[src/rtl/gxp_pkg.sv]
package gxp_pkg;

  typedef logic [1:0] ctr_t;

  localparam ctr_t CTR_WEAK_TAKEN = 2'b10;

  // one step of a 2-bit saturating counter toward the observed outcome
  function automatic ctr_t ctr_next(input ctr_t cur, input logic taken);
    ctr_t nxt;
    nxt = cur;
    if (taken && cur != 2'b11)
      nxt = cur + 2'b01;
    else if (!taken && cur != 2'b00)
      nxt = cur - 2'b01;
    return nxt;
  endfunction

  // upper half of the counter range means taken
  function automatic logic ctr_says_taken(input ctr_t cur);
    return cur[1];
  endfunction

endpackage

[src/rtl/ghist_reg.sv]
module ghist_reg #(
  parameter int W = 8
) (
  input  logic         clk,
  input  logic         rst_n,
  input  logic         spec_en,
  input  logic         spec_bit,
  input  logic         fix_en,
  input  logic [W-1:0] fix_ckpt,
  input  logic         fix_bit,
  output logic [W-1:0] hist
);

  function automatic logic [W-1:0] shift_in(input logic [W-1:0] h, input logic b);
    return W'({h, b});
  endfunction

  logic [W-1:0] hist_q;
  logic [W-1:0] hist_d;

  always_comb begin
    hist_d = hist_q;
    if (fix_en)
      hist_d = shift_in(fix_ckpt, fix_bit);
    else if (spec_en)
      hist_d = shift_in(hist_q, spec_bit);
  end

  always_ff @(posedge clk) begin
    if (!rst_n)
      hist_q <= '0;
    else
      hist_q <= hist_d;
  end

  assign hist = hist_q;

  p_spec_shift_r5: assert property (@(posedge clk) disable iff (!rst_n)
    (spec_en && !fix_en) |=> (hist_q[0] == $past(spec_bit)) &&
                             ((hist_q >> 1) == ($past(hist_q) & {1'b0, {(W-1){1'b1}}})));

  p_repair_r6: assert property (@(posedge clk) disable iff (!rst_n)
    fix_en |=> (hist_q[0] == $past(fix_bit)) &&
               ((hist_q >> 1) == ($past(fix_ckpt) & {1'b0, {(W-1){1'b1}}})));

  p_hold_r10: assert property (@(posedge clk) disable iff (!rst_n)
    (!spec_en && !fix_en) |=> $stable(hist_q));

endmodule

[src/rtl/ctr_table.sv]
module ctr_table
  import gxp_pkg::*;
#(
  parameter int IDX_W = 8
) (
  input  logic             clk,
  input  logic             rst_n,
  input  logic [IDX_W-1:0] rd_idx,
  output ctr_t             rd_ctr,
  input  logic             wr_en,
  input  logic [IDX_W-1:0] wr_idx,
  input  logic             wr_taken
);

  localparam int DEPTH = 1 << IDX_W;

  ctr_t ctrs [DEPTH];

  generate
    for (genvar e = 0; e < DEPTH; e++) begin : g_entry
      logic hit;
      assign hit = wr_en && (wr_idx == IDX_W'(e));
      always_ff @(posedge clk) begin
        if (!rst_n)
          ctrs[e] <= CTR_WEAK_TAKEN;
        else if (hit)
          ctrs[e] <= ctr_next(ctrs[e], wr_taken);
      end
    end
  endgenerate

  // read is taken from the registers, so a same-cycle write is not seen yet
  assign rd_ctr = ctrs[rd_idx];

  // value the write port sees before it changes, brought out for checks
  ctr_t wr_old;
  assign wr_old = ctrs[wr_idx];

  p_inc_r3: assert property (@(posedge clk) disable iff (!rst_n)
    (wr_en && wr_taken && wr_old != 2'b11) |=> ctrs[$past(wr_idx)] == ctr_t'($past(wr_old) + 2'b01));

  p_sat_hi_r3: assert property (@(posedge clk) disable iff (!rst_n)
    (wr_en && wr_taken && wr_old == 2'b11) |=> ctrs[$past(wr_idx)] == 2'b11);

  p_dec_r4: assert property (@(posedge clk) disable iff (!rst_n)
    (wr_en && !wr_taken && wr_old != 2'b00) |=> ctrs[$past(wr_idx)] == ctr_t'($past(wr_old) - 2'b01));

  p_sat_lo_r4: assert property (@(posedge clk) disable iff (!rst_n)
    (wr_en && !wr_taken && wr_old == 2'b00) |=> ctrs[$past(wr_idx)] == 2'b00);

  p_idle_keep_r8: assert property (@(posedge clk) disable iff (!rst_n)
    !wr_en |=> $stable(rd_idx) |-> $stable(rd_ctr));

endmodule

[src/rtl/gxor_predictor.sv]
module gxor_predictor
  import gxp_pkg::*;
#(
  parameter int PC_W   = 32,
  parameter int HIST_W = 8,
  parameter int PC_LSB = 2
) (
  input  logic              clk,
  input  logic              rst_n,
  input  logic              pred_valid,
  input  logic [PC_W-1:0]   pred_pc,
  output logic              pred_taken,
  output logic [HIST_W-1:0] pred_index,
  output logic [HIST_W-1:0] pred_hist,
  input  logic              upd_valid,
  input  logic [HIST_W-1:0] upd_index,
  input  logic              upd_taken,
  input  logic              upd_mispredict,
  input  logic [HIST_W-1:0] upd_hist
);

  localparam int IDX_W = HIST_W;

  function automatic logic [IDX_W-1:0] hash_index(input logic [PC_W-1:0] pc,
                                                  input logic [HIST_W-1:0] h);
    return pc[PC_LSB +: IDX_W] ^ h;
  endfunction

  logic [HIST_W-1:0] hist_now;
  logic [IDX_W-1:0]  rd_idx;
  ctr_t              rd_ctr;
  logic              guess;
  logic              repair;

  assign repair = upd_valid && upd_mispredict;
  assign rd_idx = hash_index(pred_pc, hist_now);
  assign guess  = ctr_says_taken(rd_ctr);

  ghist_reg #(.W(HIST_W)) u_hist (
    .clk      (clk),
    .rst_n    (rst_n),
    .spec_en  (pred_valid),
    .spec_bit (guess),
    .fix_en   (repair),
    .fix_ckpt (upd_hist),
    .fix_bit  (upd_taken),
    .hist     (hist_now)
  );

  ctr_table #(.IDX_W(IDX_W)) u_tbl (
    .clk      (clk),
    .rst_n    (rst_n),
    .rd_idx   (rd_idx),
    .rd_ctr   (rd_ctr),
    .wr_en    (upd_valid),
    .wr_idx   (upd_index),
    .wr_taken (upd_taken)
  );

  assign pred_taken = guess;
  assign pred_index = rd_idx;
  assign pred_hist  = hist_now;

  p_chain_r5: assert property (@(posedge clk) disable iff (!rst_n)
    (pred_valid && !repair) |=> pred_hist[0] == $past(pred_taken));

  p_repair_wins_r6: assert property (@(posedge clk) disable iff (!rst_n)
    (pred_valid && repair) |=> pred_hist[0] == $past(upd_taken));

endmodule

[config.mk]
export PLATFORM = sky130hd
export DESIGN_NAME = gxor_predictor
export DESIGN_NICKNAME = d
export VERILOG_FILES = /design/src/rtl/gxp_pkg.sv /design/src/rtl/ghist_reg.sv /design/src/rtl/ctr_table.sv /design/src/rtl/gxor_predictor.sv
export SDC_FILE = /design/constraint.sdc
export NUM_CORES = 2
export LEC_CHECK = 0
export BUFFER_PORTS_ARGS = -buffer_cell sky130_fd_sc_hd__buf_2
export CORE_ASPECT_RATIO = 1.4
export CORE_MARGIN = 1.5
export CORE_UTILIZATION = 51
export CTS_CLUSTER_SIZE = 16
export DETAILED_ROUTE_END_ITERATION = 8
export PLACE_DENSITY = 0.67
export SKIP_LAST_GASP = 1
export SLEW_MARGIN = 20
export SYNTH_ARGS = -nofsm -noshare
export SYNTH_HDL_FRONTEND = slang
export SYNTH_SLANG_ARGS = --single-unit
[constraint.sdc]
create_clock -name clk -period 5.9 [get_ports clk]
set_input_delay 0.295 -clock clk [delete_from_list [all_inputs] [get_ports clk]]
set_output_delay 0.295 -clock clk [all_outputs]
set_load 0.03 [all_outputs]
## Word level (Yosys, flattened, before mapping)

Memory sizes are Yosys's and may differ from the RTL's.
Index checks and enable logic that the tools add are counted.

- Bits in registers: 8
- RAM bits: 512
- Bits of input ports: 54
- Memories kept: 1

Memories:

| memory | depth | bits a word | read ports | clocked after Yosys merged registers in | wr ports | line | text |
|---|---|---|---|---|---|---|---|
| u_tbl.ctrs | 256 | 2 | 257 | 0 | 256 | ctr_table.sv:17 | `ctr_t ctrs [DEPTH];` |

- $add $sub $neg: 512
- Equal/unequal tests: 511
- Muxes and demuxes: 2,051
- Bitwise operators: 257
- Reduce and logical (&&, ||, !) cells: 1,028

Operators with widths:

| operator | number |
|---|---|
| two-way mux 2 bit | 1,280 |
| == test 8 bit (second input constant) | 128 |
| logical AND 1 bit | 769 |
| two-way mux 1 bit | 769 |
| nonzero test 2 bit | 257 |
| adder 2 x 1 -> 2 bit (second input constant) | 256 |
| == test 8 x 7 -> 1 bit (second input constant) | 64 |
| != test 2 bit (second input constant) | 256 |
| subtractor 2 x 1 -> 2 bit (second input constant) | 256 |
| == test 8 x 6 -> 1 bit (second input constant) | 32 |
| bitwise OR 1 bit | 256 |
| == test 8 x 5 -> 1 bit (second input constant) | 16 |
| == test 8 x 4 -> 1 bit (second input constant) | 8 |
| == test 8 x 3 -> 1 bit (second input constant) | 4 |
| == test 8 x 2 -> 1 bit (second input constant) | 2 |
| two-way mux 8 bit | 2 |
| == test 8 x 1 -> 1 bit (second input constant) | 1 |
| logical NOT 8 bit | 1 |
| bitwise XOR 8 bit | 1 |
| logical NOT 1 bit | 1 |

## Longest topological paths before layout

- Word-level depth: 7
- Depth in mapped cells: 11
- Gate-level depth less buffers: 9

## By module

A second synthesis with hierarchy kept.

- Cell total of the unflattened synthesis: 3,163
- Area, all modules: 34,131.5 um^2

By module, submodules not included:

| module | times used | cells each | area an instance (um^2) |
|---|---|---|---|
| ctr_table | 1 | 3,119 | 33,614.7 |
| ghist_reg | 1 | 35 | 440.4 |
| gxor_predictor | 1 | 9 | 76.3 |

## Worst setup path after synthesis

No wires, ideal clock.

- Path kind: flip-flop to output port
- Start: register u_hist.hist_q[2], in the netlist u_hist.hist[2]
- End: output port pred_taken
- Data arrival time: 2.655 ns
- Data required time: 5.605 ns
- Setup slack: 2.950 ns
- Stages on the path, launching flop included: 9
- Buffers on the path: 2
- Cell sequence: dfxtp_1 xnor2_1 inv_1 buf_1 clkbuf_1 mux4_2 o21ai_0 o21ai_0 o211a_1

- Cells in the longest elaborated chain, start to end: 2

Ends and longest elaborated chain:

| element | line | text |
|---|---|---|
| start, declared | ghist_reg.sv:18 | `logic [W-1:0] hist_q;` |
| start signal, assigned | ghist_reg.sv:33 | `hist_q <= hist_d;` |
| bitwise XOR 8 bit | gxor_predictor.sv:26 | `return pc[PC_LSB +: IDX_W] ^ h;` |
| named net pred_index[2] | gxor_predictor.sv:13 | `output logic [HIST_W-1:0] pred_index,` |
| memory (256 x 2 bit) | - |  |
| end, declared | gxor_predictor.sv:12 | `output logic pred_taken,` |

The timed path passes the listed nets, and every way through them passes these cells.

## Worst setup path in the final report

- Start: register u_hist.hist_q[3], in the netlist u_hist.hist[3]
- End: output port pred_taken

- Cells in the longest elaborated chain, start to end: 2

Ends and longest elaborated chain:

| element | line |
|---|---|
| bitwise XOR 8 bit | gxor_predictor.sv:26 |
| memory (256 x 2 bit) | - |

No other way between the ends.

==> insert_results.sql <==
INSERT INTO impl_metrics (metric_group, metric, value, unit) VALUES
('timing', 'maxSlewViolCount', '0', ''),
('timing', 'post-route-period-util', '0.767', ''),
('critical_path', 'worstSetupPathType', 'register to output pin', ''),
('synth', 'synth_most_common_cell', 'sky130_fd_sc_hd__edfxtp_1', ''),
('timing', 'timing.slew.headroom', '0.150', ''),
('pwr', 'total_power', '8350', 'uW'),
('pwr', 'power.switching_fraction', '0.271', ''),
('pwr', 'power.density', '244', 'nW/um^2'),
('final_layout', 'regArea', '15500', 'um^2'),
('clock_network', 'cts_hold_buf', '6', ''),
('timing', 'finalSetupViolations', '0', ''),
('hold_path', 'min_path_type', 'input pin to register', ''),
('flow_run', 'drv.max_cap_violation_count', '0', ''),
('critical_path', 'critPathCaptureType', 'output pin', ''),
('placement', 'dp.final_hpwl', '63.8', 'mm'),
('drt', 'drt_pass1_iterations', '5', ''),
('timing', 'setup_tns_after_final_layout', '0', 'ps'),
('placement', 'place_congestion', '0.870', ''),
('die', 'chipHeight', '299', 'um'),
('drt', 'wl_per_cell', '27.7', 'um'),
('grt', 'initial_antenna_violation_count', '1', ''),
('synth', 'synth_edf_count', '512', ''),
('die', 'initial_core_util', '0.514', ''),
('timing', 'achievable_frequency', '221', 'MHz'),
('pwr', 'comb_power_share', '0.115', ''),
('synth', 'synth_common_cells', 'sky130_fd_sc_hd__edfxtp_1 (512), sky130_fd_sc_hd__nor3_1 (481), sky130_fd_sc_hd__o21ai_0 (302)', ''),
('clock_network', 'number_of_buffers_created_by_cts', '52', ''),
('grt', 'overflow', '0', ''),
('synth', 'yosys_most_used_dff', 'sky130_fd_sc_hd__edfxtp_1', ''),
('clock_network', 'sinks_on_the_clock_net', '520', ''),
('placement', 'place_inst', '3642', ''),
('pwr', 'p_int', '6090', 'uW'),
('timing', 'finClkSkew', '9.71', 'ps'),
('die', 'design.die.area', '63900', 'um^2'),
('synth', 'netlist_instances', '2984', ''),
('final_layout', 'filler_cell_count', '5326', ''),
('placement', 'buffer_ports.inserted', '45', ''),
('drt', 'vias_after_detailed_routing', '27600', ''),
('drt', 'drt-vias-per-instance', '7.36', ''),
('clock_network', 'cts.clk_slew.worst_paths', '60', 'ps'),
('synth', 'synth_cell_type_count', '44', ''),
('pwr', 'p_leak', '0.00956', 'uW'),
('die', 'placeableCoreArea', '61900', 'um^2'),
('critical_path', 'data_required_time_of_the_worst_path', '5610', 'ps'),
('outcome', 'outcome', 'completed', ''),
('clock_network', 'cts.htree.levels', '2', ''),
('pwr', 'max-vdd-ir-drop', '0.222', 'mV'),
('pwr', 'power.net_switching', '2260', 'uW'),
('grt', 'largest_net_degree_at_the_start_of_global_routing', '324', ''),
('synth', 'synth.area.top_cells', 'sky130_fd_sc_hd__edfxtp_1 (48%), sky130_fd_sc_hd__nor3_1 (7.6%), sky130_fd_sc_hd__o2111ai_1 (7.1%), sky130_fd_sc_hd__xor2_1 (7.0%), sky130_fd_sc_hd__o41ai_1 (5.9%)', ''),
('critical_path', 'crit_path_start_kind', 'register', ''),
('synth', 'synth_seq_area_share', '0.488', ''),
('clock_network', 'clock-root-buffer', 'sky130_fd_sc_hd__clkbuf_16', ''),
('die', 'boundary_pin_count', '71', ''),
('critical_path', 'cp_max_fo', '15', ''),
('synth', 'synth_area_per_cell', '10.7', 'um^2'),
('final_layout', 'multi_input_comb_area', '15200', 'um^2'),
('drt', 'ant_nets', '0', ''),
('die', 'placementRows', '108', ''),
('die', 'floorplan.die.width', '214', 'um'),
('drt', 'drt_first_iter_violations', '3886', ''),
('drt', 'number_of_remaining_drc_errors', '0', ''),
('timing', 'worst_slew_pin_slew', '1280', 'ps'),
('timing', 'final_hold_viol_count', '0', ''),
('clock_network', 'cts_setup_buffers', '0', ''),
('synth', 'yosysTopAreaCell', 'sky130_fd_sc_hd__edfxtp_1', ''),
('grt', 'grt_pass1_wl', '156', 'mm'),
('placement', 'dpl_cell_area', '32600', 'um^2'),
('clock_network', 'cts.path.max_buffers', '3', ''),
('final_layout', 'final_layout_size_suffix_gt1_frac', '0.0818', ''),
('timing', 'grt_setup_unrepaired', 'false', '');
-- registers in the layout, summed over array words and instances, names as in the netlist --
register     count
u_tbl.ctrs     512
u_hist.hist      8
-- worst max-delay path: stages (launching register included) --
cell                       delay (ps)
sky130_fd_sc_hd__dfxtp_1          420
sky130_fd_sc_hd__xnor2_2          140
sky130_fd_sc_hd__buf_4            390
sky130_fd_sc_hd__clkinv_1         150
sky130_fd_sc_hd__buf_4            270
sky130_fd_sc_hd__nor2_1           690
sky130_fd_sc_hd__a22oi_1          210
sky130_fd_sc_hd__a21oi_1          200
sky130_fd_sc_hd__a21oi_1          140
sky130_fd_sc_hd__a22oi_1          490
sky130_fd_sc_hd__o211a_1          260
sky130_fd_sc_hd__buf_2            210
-- layer usage --
| layer | wire length (um) | vias to the layer above | track usage |
|---|---|---|---|
| li1 | - | 12000 | - |
| met1 | 37000 | 13700 | 0.377 |
| met2 | 50200 | 1489 | 0.529 |
| met3 | 9430 | 354 | 0.0493 |
| met4 | 7170 | 2 | 0.209 |
| met5 | 14 | - | 0 |
-- kinds of logic after synthesis --
group | Yosys count | share of synthesized area
simple gates | 1028 | 0.169
compound gates | 813 | 0.186
flops | 520 | 0.488
buf+inv | 285 | 0.0344
xor+xnor | 264 | 0.0737
mux | 74 | 0.0483
-- final timing paths --
check / from / endpoint / slack (ps) / cells after the start
setup / recovery: u_hist.hist[3] / pred_taken / 1370 / 11
hold / removal: upd_hist[4] / u_hist.hist[5] / 100 / 3
setup reg to reg: u_hist.hist[3] / u_hist.hist[0] / 1950 / 11
hold reg to reg: u_hist.hist[7] / u_hist.hist[7] / 610 / 2
-- power groups by stage --
stage / Sequential, uW / Combinational [uW] / Clock, uW
floorplan: 4280 / 609 / 0
global placement: 4280 / 888 / 0
detailed placement: 4300 / 924 / 0
CTS: 4220 / 931 / 3200
global route: 4230 / 1010 / 3330
finish: 4220 / 957 / 3180
-- cell usage in the layout (no fill, tap or decap), types with 5 or more instances in the layout --
cell	instances
sky130_fd_sc_hd__a21oi_1	8
sky130_fd_sc_hd__and3_1	223
sky130_fd_sc_hd__dlygate4sd3_1	6
sky130_fd_sc_hd__clkbuf_1	19
sky130_fd_sc_hd__nand2_1	77
sky130_fd_sc_hd__and2_1	7
sky130_fd_sc_hd__clkbuf_16	53
sky130_fd_sc_hd__o2111ai_1	259
sky130_fd_sc_hd__buf_2	43
sky130_fd_sc_hd__inv_1	6
sky130_fd_sc_hd__clkinv_1	12
sky130_fd_sc_hd__nor2b_1	8
sky130_fd_sc_hd__mux2i_1	14
sky130_fd_sc_hd__buf_4	61
sky130_fd_sc_hd__mux4_1	12
sky130_fd_sc_hd__nand2b_1	5
sky130_fd_sc_hd__o21ai_0	302
sky130_fd_sc_hd__clkbuf_8	5
sky130_fd_sc_hd__edfxtp_1	512
sky130_fd_sc_hd__nor3_1	480
sky130_fd_sc_hd__a211oi_1	7
sky130_fd_sc_hd__nor2_1	44
sky130_fd_sc_hd__nand4_1	16
sky130_fd_sc_hd__or3_1	41
sky130_fd_sc_hd__dfxtp_1	8
sky130_fd_sc_hd__mux4_2	48
sky130_fd_sc_hd__nand3_1	113
sky130_fd_sc_hd__a22oi_1	7
sky130_fd_sc_hd__o41ai_1	215
sky130_fd_sc_hd__clkinv_2	6
sky130_fd_sc_hd__xor2_1	256
-- per-stage QoR --
stage / worst slack (ps) / hold slack [ps]
after floorplan: 2950 / 478
after global placement: 2160 / 567
after detailed placement: 2140 / 596
after CTS: 1490 / 88.4
after global routing: 1260 / 85.3
final: 1370 / 97.9
-- layout make-up --
type                       count  area share
tap                          825      0.0301
sequential                   520       0.454
clock buffer                  76      0.0424
antenna                        1   0.0000731
inverter                       9     0.00113
clock inverter                19     0.00259
timing repair buffer         117      0.0254
multi-input combinational   2179       0.445
Note: power is estimated with default switching activity, not from simulation.
